<file path="src/rtl/spi_byte_pkg.sv">
package spi_byte_pkg;
  localparam int unsigned ADDR_W = 2;
  localparam int unsigned CTRL_W = 5;
  localparam logic [ADDR_W-1:0] ADDR_CTRL = 2'd0;
  localparam logic [ADDR_W-1:0] ADDR_STAT = 2'd1;
  localparam logic [ADDR_W-1:0] ADDR_DATA = 2'd2;

  localparam int unsigned BIT_IRQ_EN = 0;
  localparam int unsigned BIT_MASTER = 1;
  localparam int unsigned BIT_ON     = 2;
  localparam int unsigned BIT_DIV_LO = 3;

  typedef struct packed {
    logic loadTx;
    logic capture;
    logic shift;
    logic clearCnt;
  } shiftStrobes_t;
endpackage

</file>
<file path="src/rtl/spi_byte_datapath.sv">
module spi_byte_datapath
  import spi_byte_pkg::*;
#(
  parameter int DATA_W = 8
) (
  input  logic              clk,
  input  logic              rstN,
  input  shiftStrobes_t     strb,
  input  logic [DATA_W-1:0] txByte,
  input  logic              serIn,
  output logic              serOut,
  output logic [DATA_W-1:0] rxByte,
  output logic              byteDone,
  output logic              midByte
);
  localparam int CNT_W = $clog2(DATA_W);
  localparam logic [CNT_W-1:0] LAST_BIT = CNT_W'(DATA_W - 1);

  logic [DATA_W-1:0] shiftReg;
  logic [DATA_W-1:0] rxBuf;
  logic [CNT_W-1:0]  bitCnt;
  logic              heldBit;
  logic [DATA_W-1:0] shiftNext;

  assign shiftNext = {shiftReg[DATA_W-2:0], heldBit};
  assign byteDone  = strb.shift && (bitCnt == LAST_BIT);
  assign midByte   = (bitCnt != '0);
  assign serOut    = shiftReg[DATA_W-1];
  assign rxByte    = rxBuf;

  always_ff @(posedge clk) begin
    if (!rstN) begin
      shiftReg <= '0;
      rxBuf    <= '0;
      bitCnt   <= '0;
      heldBit  <= 1'b0;
    end else begin
      if (strb.capture) heldBit <= serIn;
      if (strb.loadTx) begin
        shiftReg <= txByte;
        bitCnt   <= '0;
      end else if (strb.shift) begin
        shiftReg <= shiftNext;
        bitCnt   <= byteDone ? '0 : bitCnt + CNT_W'(1);
      end
      if (strb.clearCnt) bitCnt <= '0;
      if (byteDone) rxBuf <= shiftNext;
    end
  end
endmodule

</file>
<file path="src/rtl/spi_byte_control.sv">
module spi_byte_control
  import spi_byte_pkg::*;
#(
  parameter int DATA_W = 8,
  parameter int HALF0  = 2,
  parameter int HALF1  = 8,
  parameter int HALF2  = 32,
  parameter int HALF3  = 64
) (
  input  logic              clk,
  input  logic              rstN,
  input  logic              wrEn,
  input  logic              rdEn,
  input  logic [ADDR_W-1:0] addr,
  input  logic [CTRL_W-1:0] ctrlWr,
  output logic [DATA_W-1:0] rdData,
  input  logic              irqAck,
  output logic              irq,
  output logic              sckOut,
  input  logic              sckIn,
  input  logic              ssNIn,
  input  logic              mosiIn,
  input  logic              misoIn,
  output logic              misoOe,
  output logic              masterMode,
  output shiftStrobes_t     strb,
  output logic              serIn,
  input  logic              byteDone,
  input  logic              midByte,
  input  logic [DATA_W-1:0] rxByte,
  output logic              masterActive,
  output logic              busy,
  output logic              doneFlag,
  output logic              wcolFlag
);
  localparam int DIV_CNT_W = $clog2(HALF3);

  logic [CTRL_W-1:0]    ctrlReg;
  logic                 irqEn, spiOn;
  logic [1:0]           divSel;
  logic [1:0]           sckSync, ssSync, mosiSync;
  logic                 sckPrev, sckRise, sckFall;
  logic                 slaveSel;
  logic                 dataWr, dataAcc, statRd;
  logic [DIV_CNT_W-1:0] divCnt, halfM1;
  logic                 tick, masterSck, flagArmed;

  assign irqEn      = ctrlReg[BIT_IRQ_EN];
  assign masterMode = ctrlReg[BIT_MASTER];
  assign spiOn      = ctrlReg[BIT_ON];
  assign divSel     = ctrlReg[BIT_DIV_LO +: 2];

  // two-stage synchronisers for the slave-side pins
  always_ff @(posedge clk) begin
    if (!rstN) begin
      sckSync  <= 2'b00;
      ssSync   <= 2'b11;
      mosiSync <= 2'b00;
      sckPrev  <= 1'b0;
    end else begin
      sckSync  <= {sckSync[0], sckIn};
      ssSync   <= {ssSync[0], ssNIn};
      mosiSync <= {mosiSync[0], mosiIn};
      sckPrev  <= sckSync[1];
    end
  end

  assign sckRise  = sckSync[1] & ~sckPrev;
  assign sckFall  = ~sckSync[1] & sckPrev;
  assign slaveSel = spiOn & ~masterMode & ~ssSync[1];
  assign busy     = masterMode ? masterActive : (slaveSel & midByte);
  assign dataWr   = wrEn & (addr == ADDR_DATA);
  assign dataAcc  = (wrEn | rdEn) & (addr == ADDR_DATA);
  assign statRd   = rdEn & (addr == ADDR_STAT);
  assign serIn    = masterMode ? misoIn : mosiSync[1];

  always_comb begin
    unique case (divSel)
      2'd0:    halfM1 = DIV_CNT_W'(HALF0 - 1);
      2'd1:    halfM1 = DIV_CNT_W'(HALF1 - 1);
      2'd2:    halfM1 = DIV_CNT_W'(HALF2 - 1);
      default: halfM1 = DIV_CNT_W'(HALF3 - 1);
    endcase
  end

  assign tick = masterActive && (divCnt == halfM1);

  always_comb begin
    strb        = '0;
    strb.loadTx = dataWr & ~busy;
    if (masterMode && spiOn) begin
      strb.capture = tick & ~masterSck;
      strb.shift   = tick & masterSck;
    end else begin
      strb.capture  = slaveSel & sckRise;
      strb.shift    = slaveSel & sckFall;
      strb.clearCnt = ~slaveSel;
    end
  end

  // master clock generator
  always_ff @(posedge clk) begin
    if (!rstN) begin
      masterActive <= 1'b0;
      masterSck    <= 1'b0;
      divCnt       <= '0;
    end else if (masterMode && spiOn && dataWr && !masterActive) begin
      masterActive <= 1'b1;
      masterSck    <= 1'b0;
      divCnt       <= '0;
    end else if (masterActive) begin
      if (tick) begin
        divCnt    <= '0;
        masterSck <= ~masterSck;
        if (byteDone) masterActive <= 1'b0;
      end else begin
        divCnt <= divCnt + DIV_CNT_W'(1);
      end
    end
  end

  // control register and flags
  always_ff @(posedge clk) begin
    if (!rstN) begin
      ctrlReg   <= '0;
      doneFlag  <= 1'b0;
      wcolFlag  <= 1'b0;
      flagArmed <= 1'b0;
    end else begin
      if (wrEn && addr == ADDR_CTRL) ctrlReg <= ctrlWr;
      if (flagArmed && dataAcc) begin
        doneFlag  <= 1'b0;
        wcolFlag  <= 1'b0;
        flagArmed <= 1'b0;
      end
      if (irqAck) begin
        doneFlag  <= 1'b0;
        wcolFlag  <= 1'b0;
        flagArmed <= 1'b0;
      end
      if (statRd && doneFlag) flagArmed <= 1'b1;
      if (byteDone) doneFlag <= 1'b1;
      if (dataWr && busy) wcolFlag <= 1'b1;
    end
  end

  always_comb begin
    rdData = '0;
    unique case (addr)
      ADDR_CTRL: rdData[CTRL_W-1:0] = ctrlReg;
      ADDR_STAT: rdData[DATA_W-1 -: 2] = {doneFlag, wcolFlag};
      ADDR_DATA: rdData = rxByte;
      default:   rdData = '0;
    endcase
  end

  assign irq    = doneFlag & irqEn;
  assign sckOut = masterSck;
  assign misoOe = slaveSel;
endmodule

</file>
<file path="src/rtl/spi_byte_ctrl.sv">
module spi_byte_ctrl
  import spi_byte_pkg::*;
#(
  parameter int DATA_W = 8
) (
  input  logic              clk,
  input  logic              rstN,
  input  logic              wrEn,
  input  logic              rdEn,
  input  logic [1:0]        addr,
  input  logic [DATA_W-1:0] wrData,
  output logic [DATA_W-1:0] rdData,
  input  logic              irqAck,
  output logic              irq,
  output logic              sckOut,
  output logic              mosiOut,
  input  logic              misoIn,
  input  logic              sckIn,
  input  logic              ssNIn,
  input  logic              mosiIn,
  output logic              misoOut,
  output logic              misoOe
);
  shiftStrobes_t     strbW;
  logic              serInW, serOutW, byteDoneW, midByteW, masterModeW;
  logic              activeW, busyW, doneFlagW, wcolW;
  logic [DATA_W-1:0] rxByteW;

  spi_byte_control #(.DATA_W(DATA_W)) u_control (
    .clk(clk), .rstN(rstN), .wrEn(wrEn), .rdEn(rdEn), .addr(addr),
    .ctrlWr(wrData[CTRL_W-1:0]), .rdData(rdData), .irqAck(irqAck), .irq(irq),
    .sckOut(sckOut), .sckIn(sckIn), .ssNIn(ssNIn), .mosiIn(mosiIn),
    .misoIn(misoIn), .misoOe(misoOe), .masterMode(masterModeW), .strb(strbW),
    .serIn(serInW), .byteDone(byteDoneW), .midByte(midByteW), .rxByte(rxByteW),
    .masterActive(activeW), .busy(busyW), .doneFlag(doneFlagW), .wcolFlag(wcolW)
  );

  spi_byte_datapath #(.DATA_W(DATA_W)) u_datapath (
    .clk(clk), .rstN(rstN), .strb(strbW), .txByte(wrData), .serIn(serInW),
    .serOut(serOutW), .rxByte(rxByteW), .byteDone(byteDoneW), .midByte(midByteW)
  );

  assign mosiOut = masterModeW ? serOutW : 1'b0;
  assign misoOut = serOutW;
endmodule

</file>
<file path="config.mk">
export PLATFORM = sky130hd
export DESIGN_NAME = spi_byte_ctrl
export DESIGN_NICKNAME = d
export VERILOG_FILES = /design/src/rtl/spi_byte_pkg.sv /design/src/rtl/spi_byte_datapath.sv /design/src/rtl/spi_byte_control.sv /design/src/rtl/spi_byte_ctrl.sv
export SDC_FILE = /design/constraint.sdc
export NUM_CORES = 1
export LEC_CHECK = 0
export ABC_CLOCK_PERIOD_IN_PS = 1900
export BUFFER_PORTS_ARGS = -buffer_cell sky130_fd_sc_hd__buf_2
export CAP_MARGIN = 15
export CORE_MARGIN = 2
export CORE_UTILIZATION = 50
export CTS_CLUSTER_DIAMETER = 200
export CTS_CLUSTER_SIZE = 16
export DETAILED_ROUTE_END_ITERATION = 7
export GPL_ROUTABILITY_DRIVEN = 0
export HOLD_SLACK_MARGIN = 0.1
export PLACE_DENSITY_LB_ADDON = 0.1
export SETUP_SLACK_MARGIN = 0.1
export SLEW_MARGIN = 20
export SYNTH_ARGS = -nofsm -noshare
export SYNTH_HDL_FRONTEND = slang
export SYNTH_HIERARCHICAL = 1
export SYNTH_SLANG_ARGS = --single-unit
</file>
<file path="constraint.sdc">
create_clock -name clk -period 1.9 [get_ports clk]
set_clock_uncertainty 0.05 [all_clocks]
set_input_delay 0.285 -clock clk [delete_from_list [all_inputs] [get_ports clk]]
set_output_delay 0.285 -clock clk [all_outputs]
set_load 0.02 [all_outputs]
</file>
* After elaboration in Yosys (flattened, before gate mapping)
Cells that the tools add are included.
** Storage, ports and cells
- Input port bits :: 19
- Register bits :: 43
- Output and inout port bits :: 13
- Word-level logic and storage cells :: 88
** Operators by class
- Multiplexer cells :: 22
- Reductions and logical operators :: 20
- Equal/unequal tests :: 6
- $add $sub $neg :: 2
- Bitwise gates (word level) :: 23
** Operators by type and width (number)
- 6-bit case mux with 3 select lines :: 1
- 8-bit two-way mux :: 2
- 1-bit bitwise AND :: 14
- 1-bit two-way mux :: 14
- 3-bit nonzero test :: 4
- 5-bit case mux with 2 select lines :: 1
- 1-bit logical AND :: 9
- 1-bit NOT :: 8
- 6-bit by 1-bit adder with 6-bit output (second input constant) :: 1
- 6-bit equality test :: 1
- 6-bit two-way mux :: 1
- 2-bit by 1-bit equality test with 1-bit output (second input constant) :: 2
- 2-bit equality test (second input constant) :: 2
- 2-bit zero test :: 2
- 2-bit case mux with 2 select lines :: 1
- 3-bit by 1-bit adder with 3-bit output (second input constant) :: 1
- 3-bit equality test (second input constant) :: 1
- 3-bit two-way mux :: 1
- 3-bit OR reduction :: 1
- 2-bit two-way mux :: 1
- 2-bit AND reduction :: 1
- 2-bit nonzero test :: 1
- 2-bit OR reduction :: 1
- 1-bit zero test :: 1
- 1-bit bitwise OR :: 1

* Depth between registers and ports, before layout
Gate-level depths: netlist of the first run.
- Depth in word-level cells :: 11
- Depth in mapped cells :: 10

* Cells and area by module
Netlist of the first run, hierarchy kept.
** By module, submodules not included
- spi_byte_control :: cells each 129, area an instance 1144.8 um2, instances 1
- spi_byte_datapath :: cells each 94, area an instance 944.7 um2, instances 1
- spi_byte_ctrl :: cells each 1, area an instance 6.3 um2, instances 1

* Worst setup path before layout of the first run
Ideal clock, no wire load.
- Kind :: reg-to-reg
- Start point :: register u_control.ctrlReg[1]
- End point :: register u_control.masterActive
- Arrival time :: 1.981 ns
- Setup slack :: -0.268 ns
- Setup time :: 0.138 ns
- Stages on the path, launching flop included :: 9
- Cell sequence :: dfxtp_1 > buf_2 > nor3b_1 > nor3b_1 > a41o_1 > buf_6 > buf_4 > and2_1 > a31oi_1
** RTL lines
- start, declared :: line spi_byte_control.sv:38 : logic [CTRL_W-1:0] ctrlReg;
- start signal, assigned :: line spi_byte_control.sv:130 : if (wrEn && addr == ADDR_CTRL) ctrlReg <= ctrlWr;
- end signal, assigned :: line spi_byte_control.sv:104 : masterActive <= 1'b0;
- end signal, assigned :: line spi_byte_control.sv:108 : masterActive <= 1'b1;
- end signal, assigned :: line spi_byte_control.sv:115 : if (byteDone) masterActive <= 1'b0;
- end, declared :: line spi_byte_control.sv:31 : output logic masterActive,

==> results.md, run 1 <==
- Status: finished, violations left
- Failing checks: setup timing
- CTS Sinks: 43
- Post-detail-place hpwl: 3220 µm
- Worst slew pin tran: between 0.6 and 0.7 ns
- Die area: 4730 µm²
- LEAKAGE: 1.05 nW
- Die W: 68.7 µm
- Crit path max fanout: 8
- Worst setup slack after layout: -0.0289 ns
- Largest net degree at the start of global routing: 21
- Post-synth top area cell: dfxtp_1
- Top post-synthesis cells by area: dfxtp_1 (41%), mux2i_1 (4.8%), ha_1 (4.2%), nor2b_1 (3.9%), a21bo_1 (3.8%)
- Core footprint: 4030 µm²
- Final Non-Filler Cells: 322
- Port bufs: 31
- Syn_nets: 250
- First-pass GRT wire length: between 6000 and 7000 µm
- Starting density of the core: 0.520
- Hold-critical path depth: 2
- Top cell type's share of synthesized area: 0.411
- Worst Setup Start Kind: flip-flop
- Max Buffers Root-to-Sink: 2
- Syn Inst Count: 224
- Slew Limit Fails: 0
- Clock latency on the worst-skew pair: 0.29 ns
- Layout cell share with drive strength beyond 1: 0.276
- Placed insts: 310
- Reg2reg end: u_datapath/shiftReg[1]
- Drt drc: 0
- Crit path buf inv count: 2
- TritonCTS buffer count: 5
- Max Freq: 518 MHz
- Worst slew margin: 0.584
- Root buffer cell: clkbuf_8
- Final worst-path cycle share: 1.02
- Minimum hold slack: 0.120 ns
- Avg Synthesized Cell Area: 9.36 µm²
- H-tree Lvls: 2
- Source of the worst hold timing path: ssNIn
- Final Net Count: between 200 and 300
- TritonRoute pass-1 iters: 4
- Crit-path cells: buf_6 > xor2_1 > a211oi_1 > o221a_1 > a41o_4 > buf_6 > mux2i_1 > a211oi_1
- Routed vias: 1723
- Worst EP arrival: 2.05 ns
- Worst reg2reg startpoint: u_control/ctrlReg[4]
- Ys flop type: dfxtp_1
- Async SR Flop Fraction: 0
- Synth Warn #: 6
- Initial antenna violation count: 0
- Slowest library cell on the worst path: dfxtp_4
- RSZ-0062 raised after global routing: yes
- Worst-path clk slew: ~0.080 ns
- Routed Antenna Nets: 0
- Yosys reg bits: 43
- GRT Util Overall: 0.197
- WL/cell: 13.8 µm
- Layout overhead on the synthesized area: 23.5%
- # setup viols final: 6
- Total wire length: around 4400 µm
- Setup TNS: -0.0802 ns
- Post-Place Cell Area: around 2400 µm²
- Worst VDD drop: 0.451 mV
- Worst Hold Class: primary input to flip-flop
- Vias in the first global route: 1504
- CP Class: flip-flop to flip-flop
- WP depth: 8
- IO Pins: 32
- Worst reg2reg path depth: 8
- Req. time, crit path: 2.02 ns
- Final Util: 0.642
- Number of synthesized flops with an enable pin: 0
- WHS Endpoint: u_control/ssSync[0]
- Largest delay contributor family on the critical path: compound AO/OA/AOI/OAI gates
- Crit-path max cell delay: 0.36 ns
- Final hold violation count: 0
- Cell Pwr Density: 709 nW/µm²
- Count leader, synth: dfxtp_1
- Routed vias/inst: 5.35
- CTS tree: done
- Tmin final: 1.93 ns
- Die Ht: slightly below 70 µm
- DR iter-0 viols: a little over 100
- Mapped cell area: 2100 µm²
- Max_cap viols: 0
- Synth cell types: 44
- Register area share after synthesis: 0.411
- R2R Setup Slk: -0.03 ns
- CP Capture Type: flip-flop
- Num rows: 23
- # diodes: 0
- Grt total ovfl: 0
- Design area: ~2600 µm²
- Synth cell count leaders: dfxtp_1 (43), nand3_1 (14), nor2b_1 (13), inv_1 (11), nand2_1 (11)
[metrics by stage]
step	setup WS (ns)	power, mW
after floorplan	-0.0752	1.01
after global placement	-0.0243	1.06
after detailed placement	-0.0428	1.07
after CTS	-0.0164	1.85
after global routing	-0.110	1.91
final	-0.0289	1.83
[report_power, final]
group | switching, mW | internal, mW
combinational | 0.0625 | 0.0534
clock | 0.316 | 0.471
sequential | 0.0120 | 0.918
total | 0.390 | 1.44
[state kept, by name (all words and copies together) (netlist names)]
| register | cells |
|---|---|
| u_control/ctrlReg | 5 |
| u_control/divCnt | 6 |
| u_control/doneFlag | 1 |
| u_control/flagArmed | 1 |
| u_control/masterActive | 1 |
| u_control/mosiSync | 2 |
| u_control/sckOut | 1 |
| u_control/sckPrev | 1 |
| u_control/sckSync | 2 |
| u_control/ssSync | 2 |
| u_control/wcolFlag | 1 |
| u_datapath/bitCnt | 3 |
| u_datapath/heldBit | 1 |
| u_datapath/rxByte | 8 |
| u_datapath/shiftReg | 8 |
[cells in the final DEF, fill, tap and decap left out, types with 3 or more instances in the layout]
cell type / count
a211oi_1: 9
a21oi_1: 9
nor2b_1: 13
a21boi_0: 5
ha_1: 7
a21bo_1: 8
and2_1: 8
nand2_1: 11
inv_1: 11
nand2b_1: 5
xor2_1: 4
nand3_1: 14
buf_2: 31
mux2i_1: 10
a22o_1: 5
buf_4: 17
buf_6: 5
clkbuf_8: 5
nor3_1: 4
dfxtp_1: 42
a21oi_2: 3
nand4_1: 4
nor2_1: 7
[worst max-delay path by stage]
stage	startpoint	endpoint	slack [ns]
after global routing	u_control/ctrlReg[4]	u_datapath/shiftReg[2]	-0.11
final	u_control/ctrlReg[4]	u_datapath/shiftReg[1]	-0.03
after CTS	u_control/ctrlReg[4]	u_datapath/shiftReg[1]	-0.02
after detailed placement	u_control/ctrlReg[4]	u_datapath/shiftReg[0]	-0.04
after global placement	u_control/ctrlReg[4]	u_datapath/shiftReg[6]	-0.02
after floorplan	u_control/ctrlReg[4]	u_control/masterActive	-0.08
[repair_timing]
item	CTS	global route
pin swaps	6	4
gates resized for setup	9	1
endpoints found under the hold margin	0	0
hold buffers	0	0
cloned	1	0
buffers inserted	2	1
setup endpoints to repair	21	23
[routing by layer]
layer	routed length [µm]	GRT usage	share of wire
met5	0	0	0
met4	16	0.0466	0.0036
met3	220	0.0422	0.050
met2	2020	0.316	0.45
met1	2180	0.272	0.49
[cell type report]
cell class                 instances  area (µm²)
sequential                        43         865
fill                             367        1440
inverter                          12        45.0
clock inverter                     2        37.5
clock buffer                       6        93.8
timing repair buffer              53         339
tap                               50        62.6
multi-input combinational        156        1140
[worst reg2reg max path, delay by kind of cell (launching register included)]
kind | cells | cell delay [ns]
compound gates | 4 | 0.80
xor+xnor | 1 | 0.13
buf+inv | 2 | 0.26
flops | 1 | 0.36
mux | 1 | 0.19
[logic make-up (layout without fill, tap and decap cells)]
family,Yosys count,in the layout,synth area share
compound gates,54,54,0.196
buf+inv,25,73,0.0597
fa+ha+maj,7,7,0.0418
xor+xnor,6,6,0.0251
flops,43,43,0.411
mux,13,13,0.0657
simple gates,76,76,0.201
(Power assumes the default switching activity.)
==> inputs of run 2 (changes only) <==
ABC_CLOCK_PERIOD_IN_PS = 1650   (was 1900)
clock period = 1.65 ns   (was 1.9 ns; I/O delays follow)
==> run 2 against run 1 <==
  * The flow still finishes with violations (setup timing)
  * Largest power group unchanged
  * Register-to-register slack lost 0.34 ns
  * Clock power decreased by 15%
  * Highest routed layer unchanged
  * Critical path depth fell by 2
  * Largest cell class unchanged
==> results.md, run 2 (synthesis gave the netlist of run 1 again) <==
- Largest net degree at the start of global routing: 21 (unchanged)
- Max_cap viols: 0 (unchanged)
- Grt total ovfl: 0 (unchanged)
- Drt drc: 0 (unchanged)
- RSZ-0062 raised after global routing: yes (unchanged)
- Final hold violation count: 0 (unchanged)
- Worst Setup Start Kind: flip-flop (unchanged)
- Tmin final: 2.02 ns (was 1.93 ns)
- IO Pins: 32 (unchanged)
- Met2 usage: 0.373 (was 0.316)
- Post-Place Cell Area: 2460 µm² (was 2390 µm²)
- Crit path max fanout: 4 (was 8)
- Routed Antenna Nets: 0 (unchanged)
- Final Non-Filler Cells: 337 (was 322)
- # diodes: 0 (unchanged)
- Final Net Count: 312 (was 297)
- # setup viols final: 23 (was 6)
- Die area: 4730 µm² (unchanged)
- Clock latency on the worst-skew pair: 0.30 ns (was 0.29 ns)
- Worst EP arrival: 2.21 ns (was 2.05 ns)
- Layer carrying the most global-route usage: met2 (unchanged)
- Req. time, crit path: 1.84 ns (was 2.02 ns)
- Pwr Total: 1.88 mW (was 1.83 mW)
- Slew Limit Fails: 0 (unchanged)
- CP Capture Type: flip-flop (unchanged)
- TritonCTS buffer count: 5 (unchanged)
- Core footprint: 4030 µm² (unchanged)
- Max Freq: 496 MHz (was 518 MHz)
- Vias in the first global route: 1654 (was 1504)
- Failing checks: setup timing (unchanged)
- Port bufs: 31 (unchanged)
- Status: finished, violations left (unchanged)
- Minimum hold slack: 0.165 ns (was 0.120 ns)
- GRT Util Overall: 0.228 (was 0.197)
- Most common cell after layout, fill and taps aside: dfxtp_1 (unchanged)
- Routed vias: 1803 (was 1723)
- Initial antenna violation count: 0 (unchanged)
- DP Worst Slack: -0.325 ns (was -0.0428 ns)
- Layout cell share with drive strength beyond 1: 0.348 (was 0.276)
- Total wire length: 5100 µm (was 4440 µm)
- CTS Sinks: 43 (unchanged)
- Root buffer cell: clkbuf_8 (unchanged)
- H-tree Lvls: 2 (unchanged)
- Crit path buf inv count: 0 (was 2)
- Die Ht: 68.7 µm (unchanged)
- Layout overhead on the synthesized area: 33.2% (was 23.5%)
- Most frequent cells in the layout: dfxtp_1 (42), buf_2 (31), buf_4 (27), nor2b_1 (13), nand3_1 (12) (was dfxtp_1 (42), buf_2 (31), buf_4 (17), nand3_1 (14), nor2b_1 (13))
- Worst Hold Class: primary input to flip-flop (unchanged)
- WL/cell: 15.1 µm (was 13.8 µm)
- Worst slew pin tran: 0.360 ns (was 0.625 ns)
- Worst VDD drop: 0.610 mV (was 0.451 mV)
- Die W: 68.7 µm (unchanged)
- Post-detail-place hpwl: 3260 µm (was 3220 µm)
- Num rows: 23 (unchanged)
- DR iter-0 viols: 87 (was 103)
- Worst slew margin: 0.759 (was 0.584)
- CTS tree: done (unchanged)
- Crit-path max cell delay: 0.39 ns (was 0.36 ns)
- LEAKAGE: 1.13 nW (was 1.05 nW)
- TritonRoute pass-1 iters: 4 (unchanged)
- Cell Pwr Density: 675 nW/µm² (was 709 nW/µm²)
- Slowest library cell on the worst path: or3b_1 (was dfxtp_4)
- Design area: 2790 µm² (was 2590 µm²)
- Routed vias/inst: 5.35 (about the same)
- Starting density of the core: 0.520 (unchanged)
- Placed insts: 318 (was 310)
- Max Buffers Root-to-Sink: 2 (unchanged)
- Worst-path clk slew: 0.08 ns (about the same)
- First-pass GRT wire length: 7820 µm (was 6970 µm)
- Final worst-path cycle share: 1.22 (was 1.02)
- Worst setup slack after layout: -0.365 ns (was -0.0289 ns)
- Met3 Usage GRT: 0.0519 (was 0.0422)
- Largest delay contributor family on the critical path: compound AO/OA/AOI/OAI gates (unchanged)
- Met1 Track Usage GR: 0.294 (was 0.272)
- CP Class: flip-flop to flip-flop (unchanged)
- Crit-path cells: mux2_4 > nor3b_2 > o221a_1 > a41o_4 > or3b_1 > a21oi_2 (was buf_6 > xor2_1 > a211oi_1 > o221a_1 > a41o_4 > buf_6 > mux2i_1 > a211oi_1)
## run 2: path summary, 6_finish.rpt
check                               to  cells past startpoint  slack [ns]                  from
setup reg to reg  u_datapath/bitCnt[0]                      6       -0.37  u_control/ctrlReg[4]
hold / removal    u_control/ctrlReg[4]                      3        0.17             wrData[4]
setup / recovery  u_datapath/bitCnt[0]                      6       -0.37  u_control/ctrlReg[4]
hold reg to reg    u_control/ssSync[1]                      1        0.37   u_control/ssSync[0]
## run 2: cell type report
cell class                 instances  area, µm²
multi-input combinational        156       1210
tap                               50       62.6
fill                             350       1240
clock buffer                       5       68.8
clock inverter                     3       20.0
sequential                        43        865
timing repair buffer              68        519
inverter                          12       45.0
## run 2: stage by stage
stage                     setup TNS, ns   util
after CTS                         -6.16  0.654
after detailed placement          -6.01  0.611
after global placement            -4.44  0.611
after global routing              -8.50  0.693
after floorplan                   -5.11      -
final                             -6.51  0.693
## run 2: per-layer routing
metal,wire (µm),vias to the layer above
li1,-,916
met5,0,-
met2,2520,43
met4,66,0
met3,198,6
met1,2310,838
## run 2: report_power, final
part / switching (mW) / total, mW / leakage (nW) / internal [mW]
Combinational: 0.0767 / 0.143 / 0.741 / 0.0662
Clock: 0.374 / 0.669 / 0.0402 / 0.294
Sequential: 0.0158 / 1.07 / 0.350 / 1.06
Total: 0.467 / 1.88 / 1.13 / 1.42
## run 2: timing repair
| item | in CTS | in global routing |
|---|---|---|
| buffers inserted | 1 | 4 |
| pin swaps | 1 | 10 |
| cloned | 1 | 2 |
| hold endpoints to repair | 3 | 0 |
| endpoints found under the setup margin | 23 | 33 |
| hold buffers | 3 | 0 |
| gates resized for setup | 4 | 18 |
## run 2: worst reg2reg max path, delay by kind of cell, from the launching register on
family | cells | cell delay [ns]
DFF | 1 | 0.37
muxes | 1 | 0.30
AOI/OAI and AO/OA | 3 | 0.68
and+or+nand+nor | 2 | 0.55
==> inputs of run 3 (changes only) <==
CELL_PAD_IN_SITES_DETAIL_PLACEMENT = 0   (was not set)
CELL_PAD_IN_SITES_GLOBAL_PLACEMENT = 2   (was not set)
CORE_UTILIZATION = 31   (was 50)
==> run 3 against run 2 <==
  * Global-route usage down 7.3 points
  * Combinational power up 3%
  * Via count down 2.2%
  * Sequential cell count unchanged
  * Largest power group unchanged
  * Worst hold slack worse by 0.058 ns
  * The flow still finishes with violations (setup timing)
  * Die area up 57%
  * Total power up 10%
  * Non-clock buffer count down 2
  * Critical path depth up 1
  * Register-to-register slack better by 0.07 ns
==> results.md, run 3 (synthesis gave the netlist of run 1 again) <==
- Req. time, crit path: 1.77 ns (was 1.84 ns)
- Clock latency on the worst-skew pair: 0.30 ns (about the same)
- Worst slew pin tran: 0.345 ns (was 0.360 ns)
- Die area: 7430 µm² (was 4730 µm²)
- Pwr Total: 2.08 mW (was 1.88 mW)
- Crit path buf inv count: 1 (was 0)
- Failing checks: setup timing (unchanged)
- Crit-path cells: mux2_4 > nor3b_2 > o221a_1 > a41o_4 > buf_12 > mux2i_1 > a211oi_1 (was mux2_4 > nor3b_2 > o221a_1 > a41o_4 > or3b_1 > a21oi_2)
- Final hold violation count: 0 (unchanged)
- Grt total ovfl: 0 (unchanged)
- Status: finished, violations left (unchanged)
- Register area: 865 µm² (unchanged)
- Most frequent cells in the layout: dfxtp_1 (42), buf_2 (31), buf_4 (27), nor2b_1 (13) (was dfxtp_1 (42), buf_2 (31), buf_4 (27), nor2b_1 (13), nand3_1 (12))
- Worst EP arrival: 2.06 ns (was 2.21 ns)
- Vias in the first global route: 1763 (was 1654)
- Setup TNS: -5.43 ns (was -6.51 ns)
- Layout overhead on the synthesized area: 34.3% (was 33.2%)
- CTS Sinks: 43 (unchanged)
- Worst slew margin: 0.769 (was 0.759)
- Minimum hold slack: 0.107 ns (was 0.165 ns)
- Num rows: 29 (was 23)
- # diodes: 0 (unchanged)
- Cell Pwr Density: 738 nW/µm² (was 675 nW/µm²)
- Routed Antenna Nets: 0 (unchanged)
- Crit path max fanout: 11 (was 4)
- Total wire length: 5290 µm (was 5100 µm)
- Die Ht: 86.2 µm (was 68.7 µm)
- Final worst-path cycle share: 1.18 (was 1.22)
- Routed vias: 1763 (was 1803)
- Worst VDD drop: 0.448 mV (was 0.610 mV)
- Worst setup slack after layout: -0.291 ns (was -0.365 ns)
- TritonCTS buffer count: 5 (unchanged)
- Drt drc: 0 (unchanged)
- Layout cell share with drive strength beyond 1: 0.326 (was 0.348)
- CP Capture Type: flip-flop (unchanged)
- Final Net Count: 310 (was 312)
- Tmin final: 1.94 ns (was 2.02 ns)
- Final Util: 0.436 (was 0.693)
- CTS tree: done (unchanged)
- DR iter-0 viols: 46 (was 87)
- RSZ-0062 raised after global routing: yes (unchanged)
- Fillers: 649 (was 350)
- Root buffer cell: clkbuf_8 (unchanged)
- Initial antenna violation count: 0 (unchanged)
- IO Pins: 32 (unchanged)
- GRT Util Overall: 0.155 (was 0.228)
- LEAKAGE: 1.13 nW (about the same)
- Max Freq: 515 MHz (was 496 MHz)
- Starting density of the core: 0.324 (was 0.520)
- Worst Hold Class: primary input to flip-flop (unchanged)
- CP Class: flip-flop to flip-flop (unchanged)
- Multi-input logic area: 1180 µm² (was 1210 µm²)
- Worst-path clk slew: 0.10 ns (was 0.08 ns)
- Worst Setup Start Kind: flip-flop (unchanged)
- Largest delay contributor family on the critical path: compound AO/OA/AOI/OAI gates (unchanged)
- # setup viols final: 23 (unchanged)
- Core footprint: 6460 µm² (was 4030 µm²)
- TritonRoute pass-1 iters: 4 (unchanged)
- Slew Limit Fails: 0 (unchanged)
- Routed vias/inst: 4.87 (was 5.35)
- Max Buffers Root-to-Sink: 2 (unchanged)
- First-pass GRT wire length: 9110 µm (was 7820 µm)
- Post-detail-place hpwl: 3750 µm (was 3260 µm)
- Most common cell after layout, fill and taps aside: dfxtp_1 (unchanged)
- DP Worst Slack: -0.336 ns (was -0.325 ns)
- Max_cap viols: 0 (unchanged)
- WL/cell: 14.6 µm (was 15.1 µm)
- Die W: 86.2 µm (was 68.7 µm)
- Crit-path max cell delay: 0.37 ns (was 0.39 ns)
- H-tree Lvls: 2 (unchanged)
- Slowest library cell on the worst path: dfxtp_4 (was or3b_1)
- Port bufs: 31 (unchanged)
- Largest net degree at the start of global routing: 18 (was 21)
==> run 3: cell types whose count changed in the layout (fill, tap and decap cells not counted), sizes merged <==
cell and change:
clkbuf -2, clkinvlp -2, buf +1, bufinv +1, dlygate4sd3 -1, inv +1
==> run 3: final timing paths <==
check / from / endpoint / slack (ns) / cells after the start
max reg2reg: u_control/ctrlReg[4] / u_datapath/shiftReg[6] / -0.29 / 7
max: u_control/ctrlReg[4] / u_datapath/shiftReg[6] / -0.29 / 7
min: mosiIn / u_control/mosiSync[0] / 0.11 / 2
min reg2reg: u_control/ssSync[0] / u_control/ssSync[1] / 0.38 / 1
==> run 3: repair_timing <==
item,in CTS,in global routing
gates resized for setup,10,3
pin swaps,4,2
hold endpoints to repair,2,0
setup endpoints to repair,23,25
hold buffers,2,0
cloned,2,0
setup buffers,1,0
==> run 3: worst reg2reg max path, stage by stage (launching register included) <==
cell	delay, ns
dfxtp_4	0.37
mux2_4	0.30
nor3b_2	0.16
o221a_1	0.24
a41o_4	0.27
buf_12	0.15
mux2i_1	0.19
a211oi_1	0.09
==> run 3: routing by layer <==
| layer | global-route usage | vias to the layer above | wire (µm) |
|---|---|---|---|
| met5 | 0 | - | 0 |
| met4 | 0.0341 | 0 | 24 |
| met3 | 0.0333 | 2 | 177 |
| met2 | 0.239 | 26 | 2350 |
| met1 | 0.223 | 816 | 2740 |
| li1 | - | 919 | - |
==> run 3: report_power, final <==
group | internal, mW | switching (mW) | leakage (nW) | total [mW]
sequential | 1.06 | 0.0147 | 0.350 | 1.07
combinational | 0.0701 | 0.0771 | 0.720 | 0.147
clock | 0.459 | 0.398 | 0.0587 | 0.857
total | 1.59 | 0.490 | 1.13 | 2.08
==> run 3: final cells by class <==
| cell class | instances | share of cell area |
|---|---|---|
| Inverter | 12 | 0.0160 |
| Multi-Input combinational cell | 156 | 0.419 |
| Sequential cell | 43 | 0.307 |
| Clock inverter | 3 | 0.0169 |
| Timing Repair Buffer | 66 | 0.182 |
| Tap cell | 77 | 0.0342 |
| Clock buffer | 5 | 0.0245 |
==> run 3: stage by stage <==
| stage | cell area [µm²] | std cells |
|---|---|---|
| after floorplan | 2120 | 224 |
| after global placement | 2550 | 349 |
| after detailed placement | 2550 | 349 |
| after CTS | 2800 | 362 |
| after global routing | 2810 | 362 |
| final | 2810 | 362 |
